$ cat config.mk
export PLATFORM = sky130hd
export DESIGN_NAME = nor_burst_reader
export DESIGN_NICKNAME = d
export VERILOG_FILES = /design/src/rtl/nor_burst_pkg.sv /design/src/rtl/burst_word_rom.sv /design/src/rtl/burst_mode_ctl.sv /design/src/rtl/burst_addr_gen.sv /design/src/rtl/burst_seq_ctrl.sv /design/src/rtl/nor_burst_reader.sv
export SDC_FILE = /design/constraint.sdc
export NUM_CORES = 1
export LEC_CHECK = 0
export BUFFER_PORTS_ARGS = -buffer_cell sky130_fd_sc_hd__buf_2
export CAP_MARGIN = 10
export CORE_ASPECT_RATIO = 0.9
export CORE_MARGIN = 2
export CORE_UTILIZATION = 45
export DETAILED_ROUTE_END_ITERATION = 8
export MAX_ROUTING_LAYER = met4
export PLACE_DENSITY_LB_ADDON = 0.08
export SLEW_MARGIN = 25
export SYNTH_ARGS = -nofsm -noshare
export SYNTH_HDL_FRONTEND = slang
export SYNTH_HIERARCHICAL = 1
export SYNTH_SLANG_ARGS = --single-unit
$ cat constraint.sdc
create_clock -name clk -period 10.5 [get_ports clk]
set_input_delay 3.15 -clock clk [delete_from_list [all_inputs] [get_ports clk]]
set_output_delay 3.15 -clock clk [all_outputs]
set_load 0.01 [all_outputs]
$ cat src/rtl/nor_burst_pkg.sv
package nor_burst_pkg;

  typedef enum logic [1:0] {
    ORD_LINEAR     = 2'd0,
    ORD_INTERLEAVE = 2'd1,
    ORD_CONT       = 2'd2,
    ORD_CONT_ALT   = 2'd3
  } burst_order_e;

  typedef struct packed {
    logic [2:0]   lat;
    burst_order_e order;
    logic [1:0]   len_code;
  } burst_mode_t;

  localparam logic [7:0] CMD_ARM   = 8'hA9;
  localparam logic [7:0] CMD_ENTER = 8'h6C;
  localparam logic [7:0] CMD_LEAVE = 8'hF0;

  localparam logic [2:0] LAT_MIN = 3'd2;

endpackage

$ cat src/rtl/burst_word_rom.sv
module burst_word_rom #(
  parameter int AW = 10,
  parameter int DW = 16
) (
  input  logic [AW-1:0] addr,
  output logic [DW-1:0] word
);

  localparam logic [31:0] MULT = 32'h9E37;
  localparam logic [31:0] SALT = 32'h5A5A;

  // computed array contents: scrambled address pattern
  assign word = (DW'(addr) * DW'(MULT)) ^ DW'(SALT);

endmodule

$ cat src/rtl/burst_mode_ctl.sv
module burst_mode_ctl
  import nor_burst_pkg::*;
(
  input  logic        clk,
  input  logic        rst_n,
  input  logic        cmd_we,
  input  logic [7:0]  cmd_code,
  input  logic [6:0]  cmd_arg,
  output logic        burst_en,
  output burst_mode_t mode
);

  logic        en_q, en_d;
  logic        arm_q, arm_d;
  burst_mode_t mode_q, mode_d;
  burst_mode_t arg_mode;

  always_comb begin
    arg_mode = burst_mode_t'(cmd_arg);
    if (arg_mode.lat < LAT_MIN) arg_mode.lat = LAT_MIN;
  end

  always_comb begin
    en_d   = en_q;
    arm_d  = arm_q;
    mode_d = mode_q;
    if (cmd_we) begin
      arm_d = 1'b0;
      if (cmd_code == CMD_LEAVE) begin
        en_d = 1'b0;
      end else if (cmd_code == CMD_ARM) begin
        arm_d = 1'b1;
      end else if (cmd_code == CMD_ENTER && arm_q) begin
        en_d   = 1'b1;
        mode_d = arg_mode;
      end
    end
  end

  always_ff @(posedge clk or negedge rst_n) begin
    if (!rst_n) begin
      en_q   <= 1'b0;
      arm_q  <= 1'b0;
      mode_q <= '{lat: LAT_MIN, order: ORD_LINEAR, len_code: 2'd0};
    end else if (cmd_we) begin
      en_q   <= en_d;
      arm_q  <= arm_d;
      mode_q <= mode_d;
    end
  end

  assign burst_en = en_q;
  assign mode     = mode_q;


  enter_needs_arm_chk: assert property (@(posedge clk) disable iff (!rst_n)
    $rose(en_q) |-> $past(arm_q));


  lat_floor_chk: assert property (@(posedge clk) disable iff (!rst_n)
    mode_q.lat >= LAT_MIN);

endmodule

$ cat src/rtl/burst_addr_gen.sv
module burst_addr_gen
  import nor_burst_pkg::*;
#(
  parameter int AW = 10
) (
  input  logic          clk,
  input  logic          rst_n,
  input  logic          load_fire,
  input  logic [AW-1:0] addr_in,
  input  logic [1:0]    len_code,
  input  burst_order_e  order,
  input  logic [AW-1:0] beat_idx,
  output logic [AW-1:0] beat_addr,
  output logic          last_beat,
  output logic          at_top
);

  logic [AW-1:0] start_q;
  logic [AW-1:0] mask;
  logic [AW-1:0] lin_low;

  always_ff @(posedge clk or negedge rst_n) begin
    if (!rst_n)         start_q <= '0;
    else if (load_fire) start_q <= addr_in;
  end

  assign mask    = AW'((32'd4 << len_code) - 32'd1);
  assign lin_low = (start_q + beat_idx) & mask;

  always_comb begin
    unique case (order)
      ORD_LINEAR:     beat_addr = (start_q & ~mask) | lin_low;
      ORD_INTERLEAVE: beat_addr = start_q ^ (beat_idx & mask);
      default:        beat_addr = start_q + beat_idx;
    endcase
  end

  assign last_beat = ((beat_idx & mask) == mask);
  assign at_top    = &beat_addr;


  interleave_in_block_chk: assert property (@(posedge clk) disable iff (!rst_n)
    (order == ORD_INTERLEAVE) |-> ((beat_addr & ~mask) == (start_q & ~mask)));

endmodule

$ cat src/rtl/burst_seq_ctrl.sv
module burst_seq_ctrl #(
  parameter int AW = 10,
  parameter int DW = 16
) (
  input  logic          clk,
  input  logic          rst_n,
  input  logic          burst_en,
  input  logic          ce_n,
  input  logic          load_n,
  input  logic          abort,
  input  logic [2:0]    lat,
  input  logic          cont,
  input  logic          last_beat,
  input  logic          at_top,
  input  logic [DW-1:0] word_in,
  output logic          load_fire,
  output logic [AW-1:0] beat_idx,
  output logic          rdy,
  output logic [DW-1:0] dq
);

  logic          active_q, active_d;
  logic [2:0]    wait_q, wait_d;
  logic [AW-1:0] beat_q, beat_d;
  logic          rdy_q, rdy_d;
  logic [DW-1:0] dq_q;
  logic          dq_en;

  always_comb begin
    active_d  = active_q;
    wait_d    = wait_q;
    beat_d    = beat_q;
    rdy_d     = 1'b0;
    dq_en     = 1'b0;
    load_fire = 1'b0;
    if (!burst_en || ce_n || abort) begin
      active_d = 1'b0;
    end else if (!load_n) begin
      load_fire = 1'b1;
      active_d  = 1'b1;
      wait_d    = lat - 3'd1;
      beat_d    = '0;
    end else if (active_q) begin
      if (wait_q != 3'd0) begin
        wait_d = wait_q - 3'd1;
      end else begin
        rdy_d  = 1'b1;
        dq_en  = 1'b1;
        beat_d = beat_q + 1'b1;
        if (!cont && last_beat)   active_d = 1'b0;
        else if (cont && at_top)  wait_d   = 3'd1;
      end
    end
  end

  always_ff @(posedge clk or negedge rst_n) begin
    if (!rst_n) begin
      active_q <= 1'b0;
      wait_q   <= 3'd0;
      beat_q   <= '0;
      rdy_q    <= 1'b0;
    end else begin
      active_q <= active_d;
      wait_q   <= wait_d;
      beat_q   <= beat_d;
      rdy_q    <= rdy_d;
    end
  end

  always_ff @(posedge clk or negedge rst_n) begin
    if (!rst_n)     dq_q <= '0;
    else if (dq_en) dq_q <= word_in;
  end

  assign beat_idx = beat_q;
  assign rdy      = rdy_q;
  assign dq       = dq_q;


  ready_after_latency_chk: assert property (@(posedge clk) disable iff (!rst_n)
    $rose(rdy_q) |-> ($past(wait_q) == 3'd0 && $past(active_q)));


  stop_after_last_chk: assert property (@(posedge clk) disable iff (!rst_n)
    (rdy_q && !active_q) |=> !rdy_q);


  reload_restart_chk: assert property (@(posedge clk) disable iff (!rst_n)
    load_fire |=> (active_q && !rdy_q && beat_q == '0));


  ce_release_chk: assert property (@(posedge clk) disable iff (!rst_n)
    ce_n |=> !rdy_q);

endmodule

$ cat src/rtl/nor_burst_reader.sv
module nor_burst_reader
  import nor_burst_pkg::*;
#(
  parameter int AW = 10,
  parameter int DW = 16
) (
  input  logic          clk,
  input  logic          rst_n,
  input  logic          ce_n,
  input  logic          load_n,
  input  logic [AW-1:0] addr_in,
  input  logic          cmd_we,
  input  logic [7:0]    cmd_code,
  input  logic [6:0]    cmd_arg,
  output logic [DW-1:0] dq_out,
  output logic          dq_oe,
  output logic          ready
);

  logic [1:0]    rst_pipe;
  logic          rst_int_n;
  logic          burst_en;
  burst_mode_t   mode;
  logic          load_fire;
  logic [AW-1:0] beat_idx;
  logic [AW-1:0] beat_addr;
  logic          last_beat;
  logic          at_top;
  logic [DW-1:0] beat_word;
  logic [DW-1:0] async_word;
  logic          seq_rdy;
  logic [DW-1:0] seq_dq;

  always_ff @(posedge clk or negedge rst_n) begin
    if (!rst_n) rst_pipe <= 2'b00;
    else        rst_pipe <= {rst_pipe[0], 1'b1};
  end
  assign rst_int_n = rst_pipe[1];

  burst_mode_ctl u_mode (
    .clk      (clk),
    .rst_n    (rst_int_n),
    .cmd_we   (cmd_we),
    .cmd_code (cmd_code),
    .cmd_arg  (cmd_arg),
    .burst_en (burst_en),
    .mode     (mode)
  );

  burst_addr_gen #(.AW(AW)) u_addr (
    .clk       (clk),
    .rst_n     (rst_int_n),
    .load_fire (load_fire),
    .addr_in   (addr_in),
    .len_code  (mode.len_code),
    .order     (mode.order),
    .beat_idx  (beat_idx),
    .beat_addr (beat_addr),
    .last_beat (last_beat),
    .at_top    (at_top)
  );

  burst_word_rom #(.AW(AW), .DW(DW)) u_rom_burst (
    .addr (beat_addr),
    .word (beat_word)
  );

  burst_word_rom #(.AW(AW), .DW(DW)) u_rom_async (
    .addr (addr_in),
    .word (async_word)
  );

  burst_seq_ctrl #(.AW(AW), .DW(DW)) u_seq (
    .clk       (clk),
    .rst_n     (rst_int_n),
    .burst_en  (burst_en),
    .ce_n      (ce_n),
    .load_n    (load_n),
    .abort     (cmd_we),
    .lat       (mode.lat),
    .cont      (mode.order[1]),
    .last_beat (last_beat),
    .at_top    (at_top),
    .word_in   (beat_word),
    .load_fire (load_fire),
    .beat_idx  (beat_idx),
    .rdy       (seq_rdy),
    .dq        (seq_dq)
  );

  assign dq_oe  = !ce_n;
  assign ready  = !ce_n && (burst_en ? seq_rdy : 1'b1);
  assign dq_out = burst_en ? seq_dq : async_word;


  async_ready_chk: assert property (@(posedge clk) disable iff (!rst_int_n)
    (!burst_en && !ce_n) |-> (ready && dq_out == async_word));

endmodule

==> results.cfg <==
[yosys]
synthMuxAreaShare_pct = 8.84
synth_largest_area_cell = fa_1
yosys.area_share.simple_pct = 8.99
yosys-top-cells-area = fa_1, ha_1, dfrtp_1
avgSynthCellArea_um2 = 9.95
synth_area_mm2 = 0.00709
synth_commonest_cells = inv_1, ha_1, fa_1
synth_top_family_by_area = adder cells
synth_edf_count = 0
ys_seq_area_share_pct = 18.4
yosysMostFrequentCell = inv_1
ys_seq_elements = 52
synth_cell_types = 77
synthXorXnorAreaFrac_pct = 6.54
synth_warnings = 6
synth_ff_type = dfrtp_1
syn-num-nets = 914
synth_top_area_share_pct = 18.9
synth-compound-area-share_pct = 11.2
synthArstFlopShare_pct = 100
synthCells = 713
synth-adder-area-share_pct = 37.2

[setup_path]
crit_fanout = 3
cp_data_required_time_ps = 7350
critPathArrivalTime_ps = 7220
startpoint_type = input port
end_kind = output pin
worstSetupPathType = in2out

[cells_and_area]
n_antenna_cell = 0
drive_gt1_share_pct = 20.2
area_growth_syn_to_layout_pct = 10.9
fillers = 1478
fin_nets = 973

[floorplan]
start_util_pct = 45.9
io_pins = 48
core_region_area_mm2 = 0.0154
rows = 43
chipWidth_um = 136
dieHeight_um = 123
dieArea_mm2 = 0.0168

[timing]
fin_crit_sh_pct = 98.7
max_freq_mhz = 96.5
period_needed_ps = 10370
slew_headroom_pct = 38.7
setup_viol = 0
clock_skew_ps = 6.00
tightest_slew_ps = 920
maxSlewViolCount = 0
hold_viol_final = 0
setup_slack_ps = 134
rsz0062_at_grt = true

[global_route]
grt_pass1_vias = 5093
grt_max_degree = 51
grt.total_usage_pct = 20.3
grt_pass1_wl_um = 25800
grt_antenna_before_repair = 0
overflow = 0

[clocking]
cts_made_buffers = 5
insertion_delay_ps = 300
clock_sinks = 52
root_buffer = clkbuf_16
cts_tree = yes
cts.path.max_buffers = 2
clkTransAtPathRegs_ps = 70
h-tree-depth = 2

[routing]
num_vias = 5147
drtPass1Iterations = 4
vias_per_cell = 5.28
wl_per_cell_um = 15.8
drc = 0
routed_wl_um = 15400
first_iter_violations = 274
ant_nets = 0

[run]
drv_cap = 0

[place]
dp_hpwl_um = 13000
pre_cts_ws_ps = -37.7
routabilityCongestion = 0.911
io_buffers = 47

[run_status]
status = finished, final reports clean

[hold_path]
hp-class = reg2reg
==> path summary, 6_finish.rpt <==
kind | startpoint | end | slack [ps] | cells past startpoint
worst max-delay path | addr_in[7] | dq_out[15] | 130 | 15
min in group asynchronous | rst_pipe[1]$_DFF_PN0_ | u_mode/mode[6]$_DFFE_PN0P_ | 370 | 1
worst min register to register | rst_pipe[0]$_DFF_PN0_ | rst_pipe[1]$_DFF_PN0_ | 350 | 0
worst min-delay path | rst_pipe[0]$_DFF_PN0_ | rst_pipe[1]$_DFF_PN0_ | 350 | 0
worst max register to register | u_seq/beat_idx[4]$_DFFE_PN0P_ | u_seq/dq[15]$_DFFE_PN0P_ | 3960 | 21
max in group asynchronous | rst_n | rst_pipe[1]$_DFF_PN0_ | 7780 | 1
==> metal layers <==
| layer | routed length, µm | vias up | global-route usage [%] | part of all wire, % |
|---|---|---|---|---|
| met5 | 0 | - | - | 0 |
| met4 | 150 | 0 | 4.75 | 0.97 |
| met3 | 730 | 8 | 3.24 | 4.7 |
| met2 | 7180 | 106 | 30.4 | 46 |
| met1 | 7380 | 2522 | 29.0 | 48 |
| li1 | - | 2511 | - | - |
==> area by class of cell <==
type                            count  area (µm²)  area share, %
Clock buffer                        6         139           1.76
Tap cell                          202         253           3.21
Multi-Input combinational cell    505        5270           66.9
Sequential cell                    52        1300           16.6
Timing Repair Buffer               62         348           4.42
Inverter                          146         548           6.96
Clock inverter                      2        13.8          0.175
==> placed cells by master (no fill, tap or decap), drive strengths merged, types with 4 or more instances in the layout <==
cell type	count
o21ai	23
fa	67
buf	62
inv	147
or2	5
nor2b	4
a21o	13
nand2b	9
dfrtp	51
clkbuf	6
xnor2	39
and4bb	4
nand3	11
o211ai	7
xor2	14
nand2	23
nand4	7
mux2	50
nor2	20
a31oi	6
a21oi	39
nor3	4
ha	104
==> sequential cells by signal, summed over array words and instances (netlist names) <==
| register | count |
|---|---|
| rst_pipe | 2 |
| u_seq/active_q | 1 |
| u_mode/burst_en | 1 |
| u_mode/arm_q | 1 |
| u_seq/rdy | 1 |
| u_addr/start_q | 10 |
| u_seq/wait_q | 3 |
| u_mode/mode | 7 |
| u_seq/dq | 16 |
| u_seq/beat_idx | 10 |
==> worst max-delay path, stage by stage <==
cell     delay, ps
buf_2          110
fa_1           530
inv_1           50
fa_1           480
inv_1           60
fa_1           470
fa_2           560
fa_1           450
ha_4           310
o21ai_2         70
o31ai_4        250
a41oi_2        160
xnor2_1        160
mux2_2         260
buf_2          140
==> stage by stage <==
step                      instances  setup TNS, ps  hold slack (ps)  util, %  cell area, µm²
final                           975              0              352     51.0            7870
after floorplan                 713              0              331        -            7090
after global routing            975          -54.4              361     51.0            7870
after CTS                       974              0              356     50.4            7780
after global placement          966          -34.0              336     49.3            7620
after detailed placement        966          -40.0              339     49.3            7620
==> logic make-up (layout without fill, tap and decap cells) <==
| kind of cell | Yosys count | count (layout) |
|---|---|---|
| buf+inv | 156 | 216 |
| compound gates | 119 | 119 |
| simple gates | 108 | 108 |
| fa+ha+maj | 171 | 171 |
| flops | 52 | 52 |
| other cells | 1 | 1 |
| xor+xnor | 53 | 53 |
| mux | 53 | 53 |
==> repair_timing <==
| item | 4_1_cts | 5_1_grt |
|---|---|---|
| gates resized for setup | 2 | 12 |
| pin swaps | 6 | 10 |
| setup endpoints to repair | 2 | 4 |
| setup buffers | 0 | 1 |
| hold buffers | 0 | 0 |
Power is left out: the tool's default activity adds up to more than one toggle a clock period on the data nets, which glitch-free logic cannot reach.
